File: src/rtl/pgwalk_pkg.sv
package pgwalk_pkg;

    localparam int VA_W     = 32;
    localparam int PG_OFF_W = 12;
    localparam int VPN_W    = VA_W - PG_OFF_W;
    localparam int PPN_W    = 18;
    localparam int MEM_AW   = 32;
    localparam int PTE_W    = 32;

    // entry word layout
    localparam int PTE_PRESENT_BIT = 31;
    localparam int PTE_USER_BIT    = 30;
    localparam int PTE_WRITE_BIT   = 29;
    localparam int PTE_REF_BIT     = 28;
    localparam int PTE_DIRTY_BIT   = 27;

    typedef enum logic [1:0] {
        ST_IDLE  = 2'd0,
        ST_ISSUE = 2'd1,
        ST_WAIT  = 2'd2,
        ST_RESP  = 2'd3
    } walk_state_e;

    typedef enum logic [1:0] {
        STAT_OK      = 2'b00,
        STAT_PGFAULT = 2'b01,
        STAT_PROT    = 2'b10
    } walk_status_e;

    typedef struct packed {
        logic user;
        logic writable;
        logic referenced;
        logic dirty;
    } pte_flags_t;

    function automatic logic [MEM_AW-1:0] entry_address(
        input logic [MEM_AW-1:0] base,
        input logic [VPN_W-1:0]  vpn
    );
        return base + (MEM_AW'(vpn) << 2);
    endfunction

endpackage

File: src/rtl/pgwalk_fsm.sv
module pgwalk_fsm
    import pgwalk_pkg::*;
(
    input  logic clk,
    input  logic rst,
    input  logic req_valid,
    input  logic mem_req_ready,
    input  logic mem_rsp_valid,
    output logic req_ready,
    output logic accept,
    output logic mem_req_valid,
    output logic capture,
    output logic resp_valid
);

    walk_state_e state_q, state_d;

    always_ff @(posedge clk) begin
        if (rst) state_q <= ST_IDLE;
        else     state_q <= state_d;
    end

    always_comb begin
        state_d = state_q;
        case (state_q)
            ST_IDLE:  if (req_valid)     state_d = ST_ISSUE;
            ST_ISSUE: if (mem_req_ready) state_d = ST_WAIT;
            ST_WAIT:  if (mem_rsp_valid) state_d = ST_RESP;
            ST_RESP:                     state_d = ST_IDLE;
            default:                     state_d = ST_IDLE;
        endcase
    end

    assign req_ready     = (state_q == ST_IDLE);
    assign accept        = req_ready && req_valid;
    assign mem_req_valid = (state_q == ST_ISSUE);
    assign capture       = (state_q == ST_WAIT) && mem_rsp_valid;
    assign resp_valid    = (state_q == ST_RESP);

    // request held until memory takes it
    assert_req_hold_R2: assert property (@(posedge clk) disable iff (rst)
        (mem_req_valid && !mem_req_ready) |=> mem_req_valid);

    // response is a single-cycle pulse followed by idle
    assert_resp_pulse_R9: assert property (@(posedge clk) disable iff (rst)
        resp_valid |=> (!resp_valid && req_ready));

endmodule

File: src/rtl/pgwalk_base_addr.sv
module pgwalk_base_addr #(
    parameter int MEM_AW = pgwalk_pkg::MEM_AW,
    parameter int VPN_W  = pgwalk_pkg::VPN_W
) (
    input  logic              clk,
    input  logic              rst,
    input  logic              base_we,
    input  logic [MEM_AW-1:0] base_wdata,
    input  logic              idle,
    input  logic              accept,
    input  logic [VPN_W-1:0]  vpn,
    output logic [MEM_AW-1:0] entry_addr
);

    logic [MEM_AW-1:0] base_q;

    always_ff @(posedge clk) begin
        if (rst) begin
            base_q     <= '0;
            entry_addr <= '0;
        end else begin
            if (base_we && idle) base_q <= base_wdata;
            if (accept) entry_addr <= base_q + (MEM_AW'(vpn) << 2);
        end
    end

    // base is frozen while a walk is in progress
    assert_base_frozen_R10: assert property (@(posedge clk) disable iff (rst)
        (!idle) |=> $stable(base_q));

endmodule

File: src/rtl/pgwalk_pte_check.sv
module pgwalk_pte_check
    import pgwalk_pkg::*;
#(
    parameter int PTE_W_P = pgwalk_pkg::PTE_W,
    parameter int PPN_W_P = pgwalk_pkg::PPN_W
) (
    input  logic [PTE_W_P-1:0] pte,
    input  logic               is_write,
    input  logic               is_user,
    output logic [1:0]         status,
    output logic [PPN_W_P-1:0] ppn,
    output pte_flags_t         flags
);

    pte_flags_t raw_flags;
    logic       present;
    logic       prot_bad;
    logic       unused_bits;

    assign present   = pte[PTE_PRESENT_BIT];
    assign raw_flags = '{user:       pte[PTE_USER_BIT],
                         writable:   pte[PTE_WRITE_BIT],
                         referenced: pte[PTE_REF_BIT],
                         dirty:      pte[PTE_DIRTY_BIT]};
    assign prot_bad  = (is_write && !raw_flags.writable) ||
                       (is_user  && !raw_flags.user);
    assign unused_bits = ^pte[PTE_DIRTY_BIT-1:PPN_W_P];

    always_comb begin
        if (!present) begin
            status = STAT_PGFAULT;
            ppn    = '0;
            flags  = '0;
        end else if (prot_bad) begin
            status = STAT_PROT;
            ppn    = '0;
            flags  = '0;
        end else begin
            status = STAT_OK;
            ppn    = pte[PPN_W_P-1:0];
            flags  = raw_flags;
        end
    end

endmodule

File: src/rtl/pgwalk_top.sv
module pgwalk_top
    import pgwalk_pkg::*;
#(
    parameter int MEM_AW_P   = pgwalk_pkg::MEM_AW,
    parameter int VPN_W_P    = pgwalk_pkg::VPN_W,
    parameter int PG_OFF_W_P = pgwalk_pkg::PG_OFF_W,
    parameter int PPN_W_P    = pgwalk_pkg::PPN_W,
    parameter int PTE_W_P    = pgwalk_pkg::PTE_W,
    localparam int PA_W      = PPN_W_P + PG_OFF_W_P
) (
    input  logic                  clk,
    input  logic                  rst,
    input  logic                  base_we,
    input  logic [MEM_AW_P-1:0]   base_wdata,
    input  logic                  req_valid,
    output logic                  req_ready,
    input  logic [VPN_W_P-1:0]    req_vpn,
    input  logic [PG_OFF_W_P-1:0] req_offset,
    input  logic                  req_write,
    input  logic                  req_user,
    output logic                  mem_req_valid,
    input  logic                  mem_req_ready,
    output logic [MEM_AW_P-1:0]   mem_req_addr,
    input  logic                  mem_rsp_valid,
    input  logic [PTE_W_P-1:0]    mem_rsp_data,
    output logic                  resp_valid,
    output logic [1:0]            resp_status,
    output logic [PPN_W_P-1:0]    resp_ppn,
    output logic [3:0]            resp_flags,
    output logic [PA_W-1:0]       resp_paddr
);

    logic                  accept;
    logic                  capture;
    logic [PG_OFF_W_P-1:0] offset_q;
    logic                  write_q;
    logic                  user_q;
    logic [PTE_W_P-1:0]    pte_q;
    pte_flags_t            flags_w;

    pgwalk_fsm u_fsm (
        .clk           (clk),
        .rst           (rst),
        .req_valid     (req_valid),
        .mem_req_ready (mem_req_ready),
        .mem_rsp_valid (mem_rsp_valid),
        .req_ready     (req_ready),
        .accept        (accept),
        .mem_req_valid (mem_req_valid),
        .capture       (capture),
        .resp_valid    (resp_valid)
    );

    pgwalk_base_addr #(.MEM_AW(MEM_AW_P), .VPN_W(VPN_W_P)) u_addr (
        .clk        (clk),
        .rst        (rst),
        .base_we    (base_we),
        .base_wdata (base_wdata),
        .idle       (req_ready),
        .accept     (accept),
        .vpn        (req_vpn),
        .entry_addr (mem_req_addr)
    );

    always_ff @(posedge clk) begin
        if (rst) begin
            offset_q <= '0;
            write_q  <= 1'b0;
            user_q   <= 1'b0;
            pte_q    <= '0;
        end else begin
            if (accept) begin
                offset_q <= req_offset;
                write_q  <= req_write;
                user_q   <= req_user;
            end
            if (capture) pte_q <= mem_rsp_data;
        end
    end

    pgwalk_pte_check #(.PTE_W_P(PTE_W_P), .PPN_W_P(PPN_W_P)) u_check (
        .pte      (pte_q),
        .is_write (write_q),
        .is_user  (user_q),
        .status   (resp_status),
        .ppn      (resp_ppn),
        .flags    (flags_w)
    );

    assign resp_flags = flags_w;
    assign resp_paddr = {resp_ppn, offset_q};

    // address steady while the read waits for acceptance
    assert_addr_stable_R2: assert property (@(posedge clk) disable iff (rst)
        (mem_req_valid && !mem_req_ready) |=> $stable(mem_req_addr));

    // a failed walk exposes no translation
    assert_fault_zero_R5: assert property (@(posedge clk) disable iff (rst)
        (resp_valid && resp_status != 2'b00) |-> (resp_ppn == '0 && resp_flags == '0));

    // only the three defined status codes appear
    assert_status_legal_R6: assert property (@(posedge clk) disable iff (rst)
        resp_valid |-> (resp_status != 2'b11));

    // no new request is taken while the read request is outstanding
    assert_single_walk_R3: assert property (@(posedge clk) disable iff (rst)
        mem_req_valid |-> !req_ready);

endmodule

File: config.mk
export PLATFORM = sky130hd
export DESIGN_NAME = pgwalk_top
export DESIGN_NICKNAME = d
export VERILOG_FILES = /design/src/rtl/pgwalk_pkg.sv /design/src/rtl/pgwalk_fsm.sv /design/src/rtl/pgwalk_base_addr.sv /design/src/rtl/pgwalk_pte_check.sv /design/src/rtl/pgwalk_top.sv
export SDC_FILE = /design/constraint.sdc
export NUM_CORES = 1
export LEC_CHECK = 0
export CORE_MARGIN = 1.5
export CORE_UTILIZATION = 35
export DETAILED_ROUTE_END_ITERATION = 6
export DONT_BUFFER_PORTS = 1
export PLACE_DENSITY_LB_ADDON = 0.08
export SLEW_MARGIN = 20
export SYNTH_ARGS = -nofsm -noshare
export SYNTH_HDL_FRONTEND = slang
export SYNTH_SLANG_ARGS = --single-unit
export TNS_END_PERCENT = 100
File: constraint.sdc
create_clock -name clk -period 4.8 [get_ports clk]
set_clock_uncertainty 0.05 [all_clocks]
set_input_delay 1.44 -clock clk [delete_from_list [all_inputs] [get_ports clk]]
set_output_delay 1.44 -clock clk [all_outputs]
set_load 0.005 [all_outputs]
# Word-level counts from Yosys, hierarchy flattened
# Cells that the tools add are included.
[op_classes]
add_sub_neg = 1
eq_ne = 6
n_mux = 10
n_reduce_logical = 10
[op_table]
columns = ["cell", "count"]
rows = [
  ["$mux 18", 2],
  ["$add 32x22->32", 1],
  ["$mux 2", 5],
  ["$mux 4", 2],
  ["$pmux 2 s4", 1],
  ["$logic_and 1x1->1", 5],
  ["$eq 2x2->1 const B", 2],
  ["$ne 2x2->1 const B", 2],
  ["$reduce_and 3->1", 1],
  ["$eq 2x1->1 const B", 1],
  ["$logic_not 1->1", 2],
  ["$logic_not 2->1", 1],
  ["$ne 2x1->1 const B", 1],
  ["$logic_or 1x1->1", 1],
]
[word_totals]
register_bits = 112
in_bits = 104
output_inout_bits = 89
wordCells = 34

# Longest topological paths before layout
[depth]
word_depth = 5
ltp_mapped = 10
mapped_depth_nobuf = 10

# By module
# A second synthesis with hierarchy kept.
[unflattened]
cells_unflattened = 680
hier_area_um2 = 6047.0
[by_module_without_submodules]
columns = ["module", "instances", "cells_per_inst", "area_per_inst_um2", "seq_area_each_um2"]
rows = [
  ["pgwalk_base_addr", 1, 460, 3646.0, 1281.2],
  ["pgwalk_top", 1, 167, 1811.7, 920.9],
  ["pgwalk_pte_check", 1, 33, 396.6, 0.0],
  ["pgwalk_fsm", 1, 20, 192.7, 40.0],
]

# Worst setup path before layout
# OpenSTA, ideal clock, no wires.
[synth_path]
path_type = "in2reg"
startpoint = "in req_vpn[0]"
endpoint = "reg u_addr.entry_addr[22]"
setup_time_ps = 91
arrival_time_ps = 3260
required_ps = 4659
setup_slack_ps = 1399
path_stages = 9
n_path_buf = 0
cell_sequence = "ha_1 -> inv_1 -> fa_1 -> nor2b_1 -> o2111ai_1 -> a211oi_2 -> nor3_2 -> or3_1 -> a311oi_1"
[synth_via]
elab_chain_cells = 1
[synth_lines]
columns = ["element", "line", "source"]
rows = [
  ["start, declared", "pgwalk_top.sv:17", "input logic [VPN_W_P-1:0] req_vpn,"],
  ["$add 32x22->32", "pgwalk_base_addr.sv:23", "if (accept) entry_addr <= base_q + (MEM_AW'(vpn) << 2);"],
  ["end signal, assigned", "pgwalk_base_addr.sv:23", ""],
  ["end, declared", "pgwalk_base_addr.sv:12", "output logic [MEM_AW-1:0] entry_addr"],
]
# Every way passes these cells.
# A chain may end at the register's enable or synchronous reset.

# Worst setup path in the final report
# Ends and elaborated chain as after synthesis.

==> results.md <==
- Met1 usage: between 20% and 30%
- Worst VDD drop: 181 uV
- CTS Hold Buffers Added: 0
- Overall Global Routing Usage: a little under a fifth
- Hpwl dp: 10400 um
- Global Route met3 Usage: roughly 5.3%
- CP max FO: 5
- # diodes: 0
- Global route hottest layer: met2
- Initial antenna violation count: 0
- Hold Path Class: register to register
- Clock-pin slew on the worst setup and hold paths: roughly 0.07 ns
- Final Slew Violations: 0
- YS warnings: 0
- Final Critical Period: about 3.4 ns
- Syn Area/Cell: around 7.6 um2
- FFs w/ async S/R, synth: 0%
- Routed Antenna Nets: 0
- PD cells: 491 nW/um2
- Final WS setup: 1.40 ns
- Final setup fails: 0
- Switching share of power: ~39%
- Multi-input gate area: 2900 um2
- Final Non-Filler Cells: 842
- Pre-Repair DR Iteration Count: 5
- Number of synthesized register bits: 103
- Net Sw Power: 1.06 mW
- Cts repair resizes: 0
- Critical Path RT: 5.00 ns
- Synth cell types: 60
- Vias in the first global route: 4502
- Worst-margin pin slew: between 0.9 and 1 ns
- Storage cell area: 2060 um2
- Layout cell share with drive strength beyond 1: 5.93%
- Buffers inserted by post-CTS timing repair: 0
- Most frequent cells in the layout: nand2_1 (187), a21oi_1 (105), dfxtp_1 (103), and2_1 (28), ha_1 (24)
- DR vias: about 4600
- DRT iter0 DRCs: 164
- Achievable Freq: between 200 and 300 MHz
- CTS Sinks: 103
- Fin crit share: 70.8%
- Hold Startpoint: pte_q[14]
- Startpoint types: input pin
- Post-synth EDFFs: 0
- Routed wire per std cell: 17.2 um
- Fillers: approximately 1600
- Worst hold slack: 0.401 ns
- CP Data Arrival Time: between 3 and 4 ns
- Initial core utilization: roughly 36%
- Area growth from synthesis to layout: 4.85%
- Worst slew margin: 34.2%
- Synthesized cell area: roughly 5300 um2
- Port bufs: 0
- Global-route wire length before repair: between 20000 and 25000 um
- H-tree Lvls: 3
- Clock root cell: clkbuf_16
- Via density: 5.43
- FF-to-FF Start: u_addr.base_q[2]
- Clock buffer depth: 2
- Placed insts: slightly above 800
- Clock latency on the worst-skew pair: around 0.35 ns
- Comb pwr share: 31.3%
- Die area: between 15000 and 20000 um2
- Part of the power in registers: a little over two fifths
- Main synth FF type: dfxtp_1
- Pint: ~1.7 mW
- Final net count: roughly 780
- Met2 Track Usage GR: between 30% and 40%
- CP Class: input pin to register
- Mapped Nets: slightly above 800
- CTS buffer count: 9
- Die Wd: about 130 um
- Routed WL: 14500 um
- IO Pins: about 190
- Pre-CTS setup slack: about 1 ns
- Clk pwr share: 26.0%
- Row Count: between 40 and 50
- Register area share after synthesis: approximately 39%
- Leading cell type in the layout, fill and taps excluded: nand2_1
- Max cap viols: 0
- Final Hold Fails: 0
- GP Congestion: between 0.8 and 0.9
- Worst Setup SP: req_vpn[0]
- Final core utilization: 37.9%
- Setup tns final: 0 ns
- CTS tree: yes
- Leak: 2.07 nW
- Largest net degree at the start of global routing: ~100
- Mapped Cells: ~700
- Unrepaired setup endpoints after global routing: no
- Die Ht: between 100 and 150 um
- Grt ovf: 0
- DR DRC count: 0
- Crit. End Element: register
- Core Region: around 15000 um2
- Outcome: completed
[worst max-delay path, cell delays in order]
cell,delay (ns)
ha_1,0.17
inv_1,0.06
fa_1,0.37
nor2b_1,0.21
o2111ai_1,0.24
a211oi_2,0.35
nor3_2,0.14
or3_1,0.32
a311oi_1,0.29
[stage by stage]
| stage | power (mW) | cell area (um2) |
|---|---|---|
| after global placement | 2.04 | 5290 |
| after detailed placement | 2.06 | 5290 |
| after global routing | 2.96 | 5580 |
| final | 2.74 | 5580 |
| after CTS | 2.79 | 5570 |
| after floorplan | 1.81 | 5320 |
[path summary, 6_finish.rpt]
path | cells past startpoint | end | slack [ns]
max | 9 | u_addr.entry_addr[22] | 1.40
min | 2 | pte_q[14] | 0.40
max reg2reg | 9 | u_addr.entry_addr[22] | 2.14
min reg2reg | 2 | pte_q[14] | 0.40
[power by group through the flow]
stage,clock (mW),combinational (mW),sequential (mW)
detailed placement,0,0.867,1.19
CTS,0.743,0.872,1.17
finish,0.712,0.855,1.17
floorplan,0,0.673,1.14
global route,0.786,0.983,1.19
global placement,0,0.848,1.19
[area by class of cell]
class                   count  area share, %
multi-input cells         516           52.0
flip-flops and latches    103           37.0
well taps                 184           4.13
clock buffers               9           4.04
inverters                  19           1.28
clock inverters             7           1.01
repair buffers              4          0.538
[metal layers]
layer | wire [um] | vias to the layer above
met2 | 6910 | 165
met5 | 0 | -
met4 | 444 | 0
li1 | - | 2280
met3 | 1040 | 26
met1 | 6110 | 2101
[kinds of logic (layout without fill, tap and decap cells)]
logic type                 count (synthesis)  count (layout)  share of synthesized area (%)
AOI/OAI and AO/OA                        178             178                           20.7
xor gates and xnor gates                  12              12                           1.98
muxes                                      2               2                          0.376
DFF                                      103             103                           38.8
adders and majority gates                 25              25                           6.02
buffers and inverters                     78              39                           6.80
and+or+nand+nor                          299             299                           25.4
[Yosys cell counts (3+ instances only)]
cell,count,area share [%]
o21a_1,3,0.42
o211ai_1,4,0.56
xor2_1,5,0.82
a22o_1,3,0.49
buf_4,18,2.5
nand4_1,5,0.59
and3_1,7,0.82
clkbuf_1,33,2.3
o21bai_1,4,0.56
a32oi_1,3,0.49
xnor2_1,7,1.2
nand2_1,189,13
nor4_1,7,0.82
dfxtp_1,103,39
nand3_1,20,1.9
inv_1,18,1.3
ha_1,24,5.6
or3_1,3,0.35
a21oi_1,105,9.9
and2_1,29,3.4
nor3_1,10,0.94
a21o_1,6,0.85
o21ai_0,21,2.0
nor2_1,14,0.99
nor2b_1,5,0.59
buf_1,7,0.49
[registers in the layout, summed over array words and instances (netlist names)]
| signal | count |
|---|---|
| u_addr.entry_addr | 32 |
| u_fsm.state_q | 2 |
| user_q | 1 |
| u_addr.base_q | 32 |
| write_q | 1 |
| offset_q | 12 |
| pte_q | 23 |
(Power assumes the default switching activity.)
